**config.mk**
```make
export PLATFORM = sky130hd
export DESIGN_NAME = wor_bus_arbiter
export DESIGN_NICKNAME = d
export VERILOG_FILES = /design/src/rtl/arb_pkg.sv /design/src/rtl/arb_bit_timer.sv /design/src/rtl/arb_code_shifter.sv /design/src/rtl/arb_pin_adapter.sv /design/src/rtl/wor_bus_arbiter.sv
export SDC_FILE = /design/constraint.sdc
export NUM_CORES = 1
export LEC_CHECK = 0
export ABC_AREA = 1
export CORE_MARGIN = 2
export CORE_UTILIZATION = 56
export DETAILED_ROUTE_END_ITERATION = 10
export PLACE_DENSITY = 0.9
export SLEW_MARGIN = 40
export SYNTH_ARGS = -nofsm -noshare
export SYNTH_HDL_FRONTEND = slang
export SYNTH_SLANG_ARGS = --single-unit
```
**constraint.sdc**
```tcl
create_clock -name clk -period 2.2 [get_ports clk]
set_input_delay 0.22 -clock clk [delete_from_list [all_inputs] [get_ports clk]]
set_output_delay 0.22 -clock clk [all_outputs]
set_load 0.1 [all_outputs]
```
**src/rtl/arb_pkg.sv**
```systemverilog
package arb_pkg;
  typedef enum logic [1:0] {
    ST_IDLE = 2'd0,
    ST_ARB  = 2'd1,
    ST_WON  = 2'd2,
    ST_LOST = 2'd3
  } arb_state_t;
endpackage

```
**src/rtl/arb_bit_timer.sv**
```systemverilog
// Counts clocks inside one arbitration step; tick marks the sampling clock.
module arb_bit_timer #(
  parameter int BIT_CYCLES = 4
) (
  input  logic clk,
  input  logic rst,
  input  logic clear,
  input  logic enable,
  output logic tick
);
  localparam int CW = (BIT_CYCLES > 1) ? $clog2(BIT_CYCLES) : 1;
  localparam logic [CW-1:0] LAST = CW'(BIT_CYCLES - 1);

  logic [CW-1:0] cnt_q;

  assign tick = enable && (cnt_q == LAST);

  always_ff @(posedge clk) begin
    if (rst || clear) begin
      cnt_q <= '0;
    end else if (enable) begin
      cnt_q <= tick ? '0 : cnt_q + 1'b1;
    end
  end
endmodule

```
**src/rtl/arb_code_shifter.sv**
```systemverilog
// Holds the arbitration code and presents the current and next bit.
module arb_code_shifter #(
  parameter int CODE_W = 10
) (
  input  logic              clk,
  input  logic              rst,
  input  logic              load,
  input  logic              shift,
  input  logic [CODE_W-1:0] code,
  output logic              cur_bit,
  output logic              next_bit
);
  logic [CODE_W-1:0] sh_q;

  assign cur_bit  = sh_q[CODE_W-1];
  assign next_bit = sh_q[CODE_W-2];

  always_ff @(posedge clk) begin
    if (rst) begin
      sh_q <= '0;
    end else if (load) begin
      sh_q <= code;
    end else if (shift) begin
      sh_q <= {sh_q[CODE_W-2:0], 1'b0};
    end
  end
endmodule

```
**src/rtl/arb_pin_adapter.sv**
```systemverilog
// Maps logical line values to pin levels; the parameter picks the polarity.
module arb_pin_adapter #(
  parameter bit ACTIVE_LOW = 1'b1
) (
  input  logic drive_bit,
  input  logic pin_in,
  output logic pin_out,
  output logic sense_bit
);
  generate
    if (ACTIVE_LOW) begin : g_inv
      assign pin_out   = ~drive_bit;
      assign sense_bit = ~pin_in;
    end else begin : g_pass
      assign pin_out   = drive_bit;
      assign sense_bit = pin_in;
    end
  endgenerate
endmodule

```
**src/rtl/wor_bus_arbiter.sv**
```systemverilog
module wor_bus_arbiter
  import arb_pkg::*;
#(
  parameter int PRIO_W         = 4,
  parameter int NODE_W         = 6,
  parameter int BIT_CYCLES     = 4,
  parameter bit PIN_ACTIVE_LOW = 1'b1
) (
  input  logic              clk,
  input  logic              rst,
  input  logic              arb_req,
  input  logic [PRIO_W-1:0] arb_prio,
  input  logic              id_wr,
  input  logic [NODE_W-1:0] id_val,
  input  logic              line_in,
  output logic              line_out,
  output logic              arb_won,
  output logic              arb_lost
);
  localparam int CODE_W = PRIO_W + NODE_W;
  localparam int IDX_W  = $clog2(CODE_W);
  localparam logic [IDX_W-1:0] IDX_LAST = IDX_W'(CODE_W - 1);

  arb_state_t        st_q;
  logic [NODE_W-1:0] node_id_q;
  logic [IDX_W-1:0]  idx_q;
  logic              drv_q;
  logic              tick;
  logic              cur_bit;
  logic              next_bit;
  logic              sense_bit;
  logic              start;
  logic              mismatch;
  logic [CODE_W-1:0] start_code;

  assign start      = (st_q == ST_IDLE) && arb_req;
  assign start_code = {arb_prio, node_id_q};
  assign mismatch   = drv_q != sense_bit;

  arb_bit_timer #(.BIT_CYCLES(BIT_CYCLES)) u_timer (
    .clk    (clk),
    .rst    (rst),
    .clear  (st_q != ST_ARB),
    .enable (st_q == ST_ARB),
    .tick   (tick)
  );

  arb_code_shifter #(.CODE_W(CODE_W)) u_shift (
    .clk      (clk),
    .rst      (rst),
    .load     (start),
    .shift    ((st_q == ST_ARB) && tick),
    .code     (start_code),
    .cur_bit  (cur_bit),
    .next_bit (next_bit)
  );

  arb_pin_adapter #(.ACTIVE_LOW(PIN_ACTIVE_LOW)) u_pin (
    .drive_bit (drv_q),
    .pin_in    (line_in),
    .pin_out   (line_out),
    .sense_bit (sense_bit)
  );

  // Node-number register: independent of the round, cleared at reset.
  always_ff @(posedge clk) begin
    if (rst) begin
      node_id_q <= '0;
    end else if (id_wr) begin
      node_id_q <= id_val;
    end
  end

  always_ff @(posedge clk) begin
    if (rst) begin
      st_q  <= ST_IDLE;
      drv_q <= 1'b0;
      idx_q <= '0;
    end else begin
      case (st_q)
        ST_IDLE: begin
          drv_q <= 1'b0;
          if (arb_req) begin
            st_q  <= ST_ARB;
            drv_q <= start_code[CODE_W-1];
            idx_q <= '0;
          end
        end
        ST_ARB: begin
          if (!arb_req) begin
            st_q  <= ST_IDLE;
            drv_q <= 1'b0;
          end else if (tick) begin
            if (mismatch) begin
              st_q  <= ST_LOST;
              drv_q <= 1'b0;
            end else if (idx_q == IDX_LAST) begin
              st_q  <= ST_WON;
              drv_q <= 1'b0;
            end else begin
              drv_q <= next_bit;
              idx_q <= idx_q + 1'b1;
            end
          end
        end
        default: begin
          drv_q <= 1'b0;
          if (!arb_req) st_q <= ST_IDLE;
        end
      endcase
    end
  end

  assign arb_won  = (st_q == ST_WON);
  assign arb_lost = (st_q == ST_LOST);

  // cur_bit mirrors drv_q during a round; kept as an observable tap.
  logic unused_tap;
  assign unused_tap = cur_bit;
endmodule

```
==> results.json, run 1 <==
{
  "grt_overflow_total": 0,
  "synth_cells": 174,
  "hold_depth": 1,
  "cap_violations": 0,
  "vdd_drop_max_mv": 0.537,
  "gp_congestion": 0.836,
  "dr.pass1.iters": 4,
  "via_count": 1120,
  "fin_setup_tns_ns": 0,
  "ys_warn_count": 0,
  "syn_nets": 192,
  "min_period_ns": 1.59,
  "clock_sinks": 24,
  "combinationalPowerShare": 0.345,
  "grt_pass1_wl_um": 4060,
  "htree_num_levels": 1,
  "die_w_um": 50.1,
  "yosysMostFrequentCell": "nand2_1",
  "r2r_end": "idx_q[0]$_SDFFE_PP0P_",
  "hold_end": "u_timer.cnt_q[0]$_SDFFE_PP0P_",
  "crit_arrival_ns": 1.37,
  "clkLatencyLatePin_ns": 0.31,
  "cp_slowest_cell": "dfxtp_1",
  "avgSynthCellArea_um2": 6.85,
  "timing.final.crit_share": 0.722,
  "cts.reportedPaths.clkPinSlew_ns": 0.13,
  "antenna_found_initial": 0,
  "design.core.area_um2": 1980,
  "ys.flop_type": "dfxtp_1",
  "grt_pass1_vias": 1013,
  "rrSetupSlack_ns": 0.78,
  "synthTopCellsByArea": "dfxtp_1 (40%), nand2_1 (15%), a21oi_1 (7.1%), inv_1 (6.0%), nor2_1 (5.7%)",
  "p_int_w": 0.000713,
  "powerDensity_nw_per_um2": 819,
  "cp-start-kind": "register",
  "status": "finished, final reports clean",
  "p_switching_w": 0.000448,
  "cts_inserted_buffers": 3,
  "antenna_left": 0,
  "worst_slack_ns": 0.611,
  "slew_headroom": 0.773,
  "post-cts-setup-buffer-count": 0,
  "wl_met3_um": 92,
  "via_per_inst": 5.09,
  "hold_buffers": 0,
  "netlist.area_leader.share": 0.403,
  "cts_root_buf": "clkbuf_4",
  "grt_usage": 0.203,
  "crit_type": "reg2out",
  "top_layer": "met4",
  "setup_viol": 0,
  "routedWlPerCell_um": 10.6,
  "dp_slack_ns": 0.465,
  "seq_power_share": 0.453,
  "timing.hold.ws_ns": 0.435,
  "path_cells": "inv_2, nor2_1, buf_4",
  "synth_seq_area_share": 0.403,
  "synthDistinctLibCells": 23,
  "power_leakage_nw": 0.611,
  "fin_area_um2": 1420,
  "fmax_mhz": 629,
  "r2r_start": "u_timer.cnt_q[0]$_SDFFE_PP0P_",
  "synth_edf_count": 0,
  "seq_area_um2": 480,
  "die_area_um2": 2510,
  "async_flop_share": 0,
  "finalHoldViolCount": 0,
  "drt_iter0_markers": 29,
  "boundaryPins": 18,
  "cts_tree": "done",
  "multi_input_area_um2": 608,
  "rows": 16,
  "reg2reg_depth": 7,
  "area_delta_synth_final_pct": 18.9,
  "placement.io_buffers": 17,
  "worstSetupEndpointType": "primary output",
  "fin_skew_ns": 0.00202,
  "ctsResizeCount": 0,
  "final_cells": 220,
  "dr_wl_met2_um": 1140,
  "drt-met1-wl_um": 1070,
  "hp-class": "reg2reg",
  "fillers": 159,
  "nets": 212,
  "clk_path_buf_depth": 2,
  "synth-seq-cells": 24,
  "drt_wl_total_um": 2320,
  "synthTopCellsByCount": "nand2_1 (48), dfxtp_1 (24), inv_1 (19), nor2_1 (18), a21oi_1 (17)",
  "syn_area_um2": 1190,
  "diodes": 0,
  "grt_max_degree": 14,
  "pwr-share-clk": 0.201,
  "postPlaceCellArea_um2": 1380,
  "drive_gt1_frac": 0.109,
  "fp.dieH_um": 50.1,
  "required_ns": 1.98,
  "hpwl_um": 1770,
  "post-place-cells": 216,
  "drt_drc_violations_left": 0,
  "switching_share": 0.386,
  "tightest_slew_ns": 0.339,
  "initial_core_util": 0.602,
  "slowest_delay_ns": 0.54,
  "rsz0062_at_grt": "false",
  "worstPathMaxFanout": 5,
  "yosys.area.top_type": "dfxtp_1",
  "maxSlewViolCount": 0,
  "worstHoldStart": "u_timer.cnt_q[0]$_SDFFE_PP0P_"
}
-- layout make-up --
cell class                 count  share of cell area
tap                           27              0.0238
timing repair buffer          18               0.120
clock buffer                   4              0.0256
inverter                      23              0.0627
multi-input combinational    124               0.429
sequential                    24               0.339
-- worst max-delay path by stage --
stage	startpoint	end	cells after the start
CTS	st_q[1]$_SDFFE_PP0P_	arb_won	3
global placement	arb_req	u_shift.sh_q[7]$_SDFFE_PP0P_	10
finish	st_q[1]$_SDFFE_PP0P_	arb_won	3
detailed placement	arb_req	u_shift.sh_q[7]$_SDFFE_PP0P_	10
global route	st_q[1]$_SDFFE_PP0P_	arb_won	3
floorplan	st_q[1]$_SDFFE_PP0P_	arb_won	2
-- critical path: cells and delay by family (launching register included) --
kind                   cells  cell delay, ns
and+or+nand+nor            1            0.10
buffers and inverters      2            0.40
DFF                        1            0.54
-- power by group through the flow --
stage / combinational [W] / clock (W) / sequential, W
2_1_floorplan: 0.000317 / 0 / 0.000527
3_3_place_gp: 0.000389 / 0 / 0.000532
3_5_place_dp: 0.000398 / 0 / 0.000535
4_1_cts: 0.000400 / 0.000233 / 0.000526
5_1_grt: 0.000447 / 0.000246 / 0.000534
6_report: 0.000401 / 0.000234 / 0.000526
-- state kept, by name (all words and copies together), names as in the netlist --
register / flops
drv_q: 1
node_id_q: 6
idx_q: 4
u_timer.cnt_q: 2
u_shift.sh_q: 9
st_q: 2
-- cells by family (layout without fill, tap and decap cells) --
family / count (synthesis) / in the layout / share of synthesized area
adder cells (fa/ha/maj): 3 / 3 / 0.0315
AND/OR/NAND/NOR: 91 / 91 / 0.347
buffers and inverters: 26 / 45 / 0.0871
AO/OA/AOI/OAI: 29 / 29 / 0.124
XOR/XNOR: 1 / 1 / 0.00735
flip-flops: 24 / 24 / 0.403
-- metal layers --
layer | GRT usage | up-vias
met5 | 0 | -
met4 | 0.0556 | 0
met3 | 0.0268 | 4
met2 | 0.364 | 29
met1 | 0.251 | 500
li1 | - | 587
-- metrics by stage --
stage,util,power (W)
2_1_floorplan,-,0.000844
3_3_place_gp,0.697,0.000921
3_5_place_dp,0.697,0.000933
4_1_cts,0.715,0.00116
5_1_grt,0.715,0.00123
6_report,0.715,0.00116
-- placed cells by master, fill, tap and decap left out, types with 4 or more instances in the layout --
cell type	count
buf_4	4
nand2_2	4
inv_1	19
nand2_1	48
dfxtp_1	24
clkdlybuf4s50_1	14
nand3_1	13
a21oi_1	17
nor2_1	18
o21ai_0	8
Note: power is estimated with default switching activity, not from simulation.
==> run 2, diff against run 1 <==
--- a/config.mk
+++ b/config.mk
@@ -7,9 +7,9 @@
 export LEC_CHECK = 0
 export ABC_AREA = 1
 export CORE_MARGIN = 2
-export CORE_UTILIZATION = 56
+export CORE_UTILIZATION = 47
 export DETAILED_ROUTE_END_ITERATION = 10
-export PLACE_DENSITY = 0.9
+export PLACE_DENSITY = 0.82
 export SLEW_MARGIN = 40
 export SYNTH_ARGS = -nofsm -noshare
 export SYNTH_HDL_FRONTEND = slang
==> constraint.sdc (replaced) <==
create_clock -name clk -period 1.3 [get_ports clk]
set_input_delay 0.13 -clock clk [delete_from_list [all_inputs] [get_ports clk]]
set_output_delay 0.13 -clock clk [all_outputs]
set_load 0.1 [all_outputs]
==> run 2 against run 1 <==
Non-clock buffer count is 15 higher. Total power is 92% higher. Highest routed layer unchanged. Clock skew hardly changed.
==> results.json, run 2 (synthesized netlist as in run 1, its figures left out) <==
{
  "status": "finished, final reports clean",
  "cts_inserted_buffers": 3,
  "fillers": 180,
  "fp.dieH_um": 54.4,
  "top_register": "u_shift.sh_q",
  "dr_wl_met2_um": 1730,
  "worstPathMaxFanout": 4,
  "required_ns": 1.54,
  "timing.final.crit_share": 0.993,
  "rows": 18,
  "fin_skew_ns": 0.00156,
  "top_layer": "met4",
  "slew_headroom": 0.780,
  "routedWlPerCell_um": 13.2,
  "fmax_mhz": 775,
  "timing.hold.ws_ns": 0.392,
  "cp-start-kind": "register",
  "path_cells": "ha_4, o21ai_1, nand2_1, nand2_1, nand2_1, a21oi_1",
  "p_switching_w": 0.000879,
  "wl_met3_um": 158,
  "pwr-share-clk": 0.141,
  "drive_gt1_frac": 0.237,
  "initial_core_util": 0.490,
  "layout_commonest_cell": "nand2_1",
  "fin_setup_tns_ns": 0,
  "total_power_w": 0.00223,
  "die_w_um": 54.4,
  "cpLargestDelayFamily": "flip-flops",
  "grt_pass1_wl_um": 4240,
  "placement.io_buffers": 17,
  "worstSetupEndpointType": "register",
  "switching_share": 0.394,
  "power_leakage_nw": 0.712,
  "largest_register_ff_count": 9,
  "die_area_um2": 2960,
  "crit_top_cell": "nand2_1",
  "grt_overflow_total": 0,
  "boundaryPins": 18,
  "seq_power_share": 0.396,
  "grt_pass1_vias": 1086,
  "gp_congestion": 0.875,
  "hp-class": "in2reg",
  "dr.pass1.iters": 5,
  "cts_root_buf": "clkbuf_4",
  "grt_max_degree": 13,
  "design.core.area_um2": 2430,
  "combinationalPowerShare": 0.463,
  "antenna_left": 0,
  "hpwl_um": 2080,
  "final_cell_mix": "nand2_1 (46), dfxtp_1 (20), inv_1 (18), nor2_1 (16)",
  "via_per_inst": 5.22,
  "finalHoldViolCount": 0,
  "maxSlewViolCount": 0,
  "antenna_found_initial": 0,
  "vdd_drop_max_mv": 1.25,
  "setup_viol": 0,
  "drt_wl_total_um": 3130,
  "grt_usage": 0.196,
  "min_period_ns": 1.29,
  "powerDensity_nw_per_um2": 1350,
  "cp_slowest_cell": "dfxtp_1",
  "via_count": 1238,
  "clk_path_buf_depth": 2,
  "drt_drc_violations_left": 0,
  "cts.reportedPaths.clkPinSlew_ns": 0.12,
  "drt_iter0_markers": 32,
  "cap_violations": 0,
  "tightest_slew_ns": 0.330,
  "drt-met1-wl_um": 1210,
  "reg.largest.list": "u_shift.sh_q: 9 flops, node_id_q: 6 flops, idx_q: 4 flops",
  "nets": 227,
  "slowest_delay_ns": 0.36,
  "diodes": 0,
  "clock_sinks": 24,
  "rsz0062_at_grt": "true",
  "cp_num_buf_inv": 0,
  "area_delta_synth_final_pct": 38.9,
  "p_int_w": 0.00135,
  "htree_num_levels": 1,
  "cts_tree": "done",
  "clkLatencyLatePin_ns": 0.31,
  "crit_type": "reg2reg",
  "crit_arrival_ns": 1.53
}
## run 2: cell types whose count changed in the layout (fill, tap and decap cells not counted), sizes merged
| cell | change |
|---|---|
| clkbuf | -1 |
| buf | +15 |
| clkinvlp | +1 |
| inv | -1 |
## run 2: worst reg2reg max path, delay by kind of cell (launching register included)
kind	cells	cell delay (ns)
compound gates	2	0.36
fa+ha+maj	1	0.18
simple gates	3	0.32
flops	1	0.36
## run 2: power groups by stage
stage	clock (W)	combinational [W]	sequential (W)
2_1_floorplan	0	0.000549	0.000899
3_3_place_gp	0	0.000806	0.000893
3_5_place_dp	0	0.000840	0.000895
4_1_cts	0.000318	0.000871	0.000869
5_1_grt	0.000354	0.00111	0.000894
6_report	0.000316	0.00103	0.000884
## run 2: what timing repair did
action	4_1_cts	5_1_grt
setup endpoints to repair	6	16
buffers inserted	1	5
resized for setup	3	18
hold buffers	0	0
pin swaps	0	4
## run 2: per-layer routing
| metal | track usage | up-vias |
|---|---|---|
| li1 | - | 620 |
| met1 | 0.210 | 560 |
| met2 | 0.382 | 53 |
| met3 | 0.0273 | 5 |
| met4 | 0.0708 | 0 |
| met5 | 0 | - |
## run 2: worst paths after layout
| path | from | endpoint | slack [ns] | depth (start not counted) |
|---|---|---|---|---|
| hold / removal | id_val[0] | node_id_q[0]$_SDFFE_PP0P_ | 0.39 | 3 |
| hold reg to reg | u_timer.cnt_q[0]$_SDFFE_PP0P_ | u_timer.cnt_q[0]$_SDFFE_PP0P_ | 0.46 | 1 |
| setup / recovery | u_timer.cnt_q[1]$_SDFFE_PP0P_ | st_q[1]$_SDFFE_PP0P_ | 0.01 | 6 |
| setup reg to reg | u_timer.cnt_q[1]$_SDFFE_PP0P_ | st_q[1]$_SDFFE_PP0P_ | 0.01 | 6 |
## run 2: stage by stage
stage	utilization	cells	setup WS, ns	cell area (µm²)
floorplan	-	174	-0.165	1210
global placement	0.622	228	-0.0986	1510
detailed placement	0.622	228	-0.181	1510
CTS	0.637	232	0.00391	1550
global route	0.681	237	-0.0529	1660
finish	0.681	237	0.00972	1660
## run 2: cell type report
type	count	area [µm²]	area share
flip-flops and latches	24	488	0.295
inverters	23	95.1	0.0574
well taps	30	37.5	0.0227
clock buffers	3	22.5	0.0136
repair buffers	33	335	0.202
multi-input cells	124	678	0.409
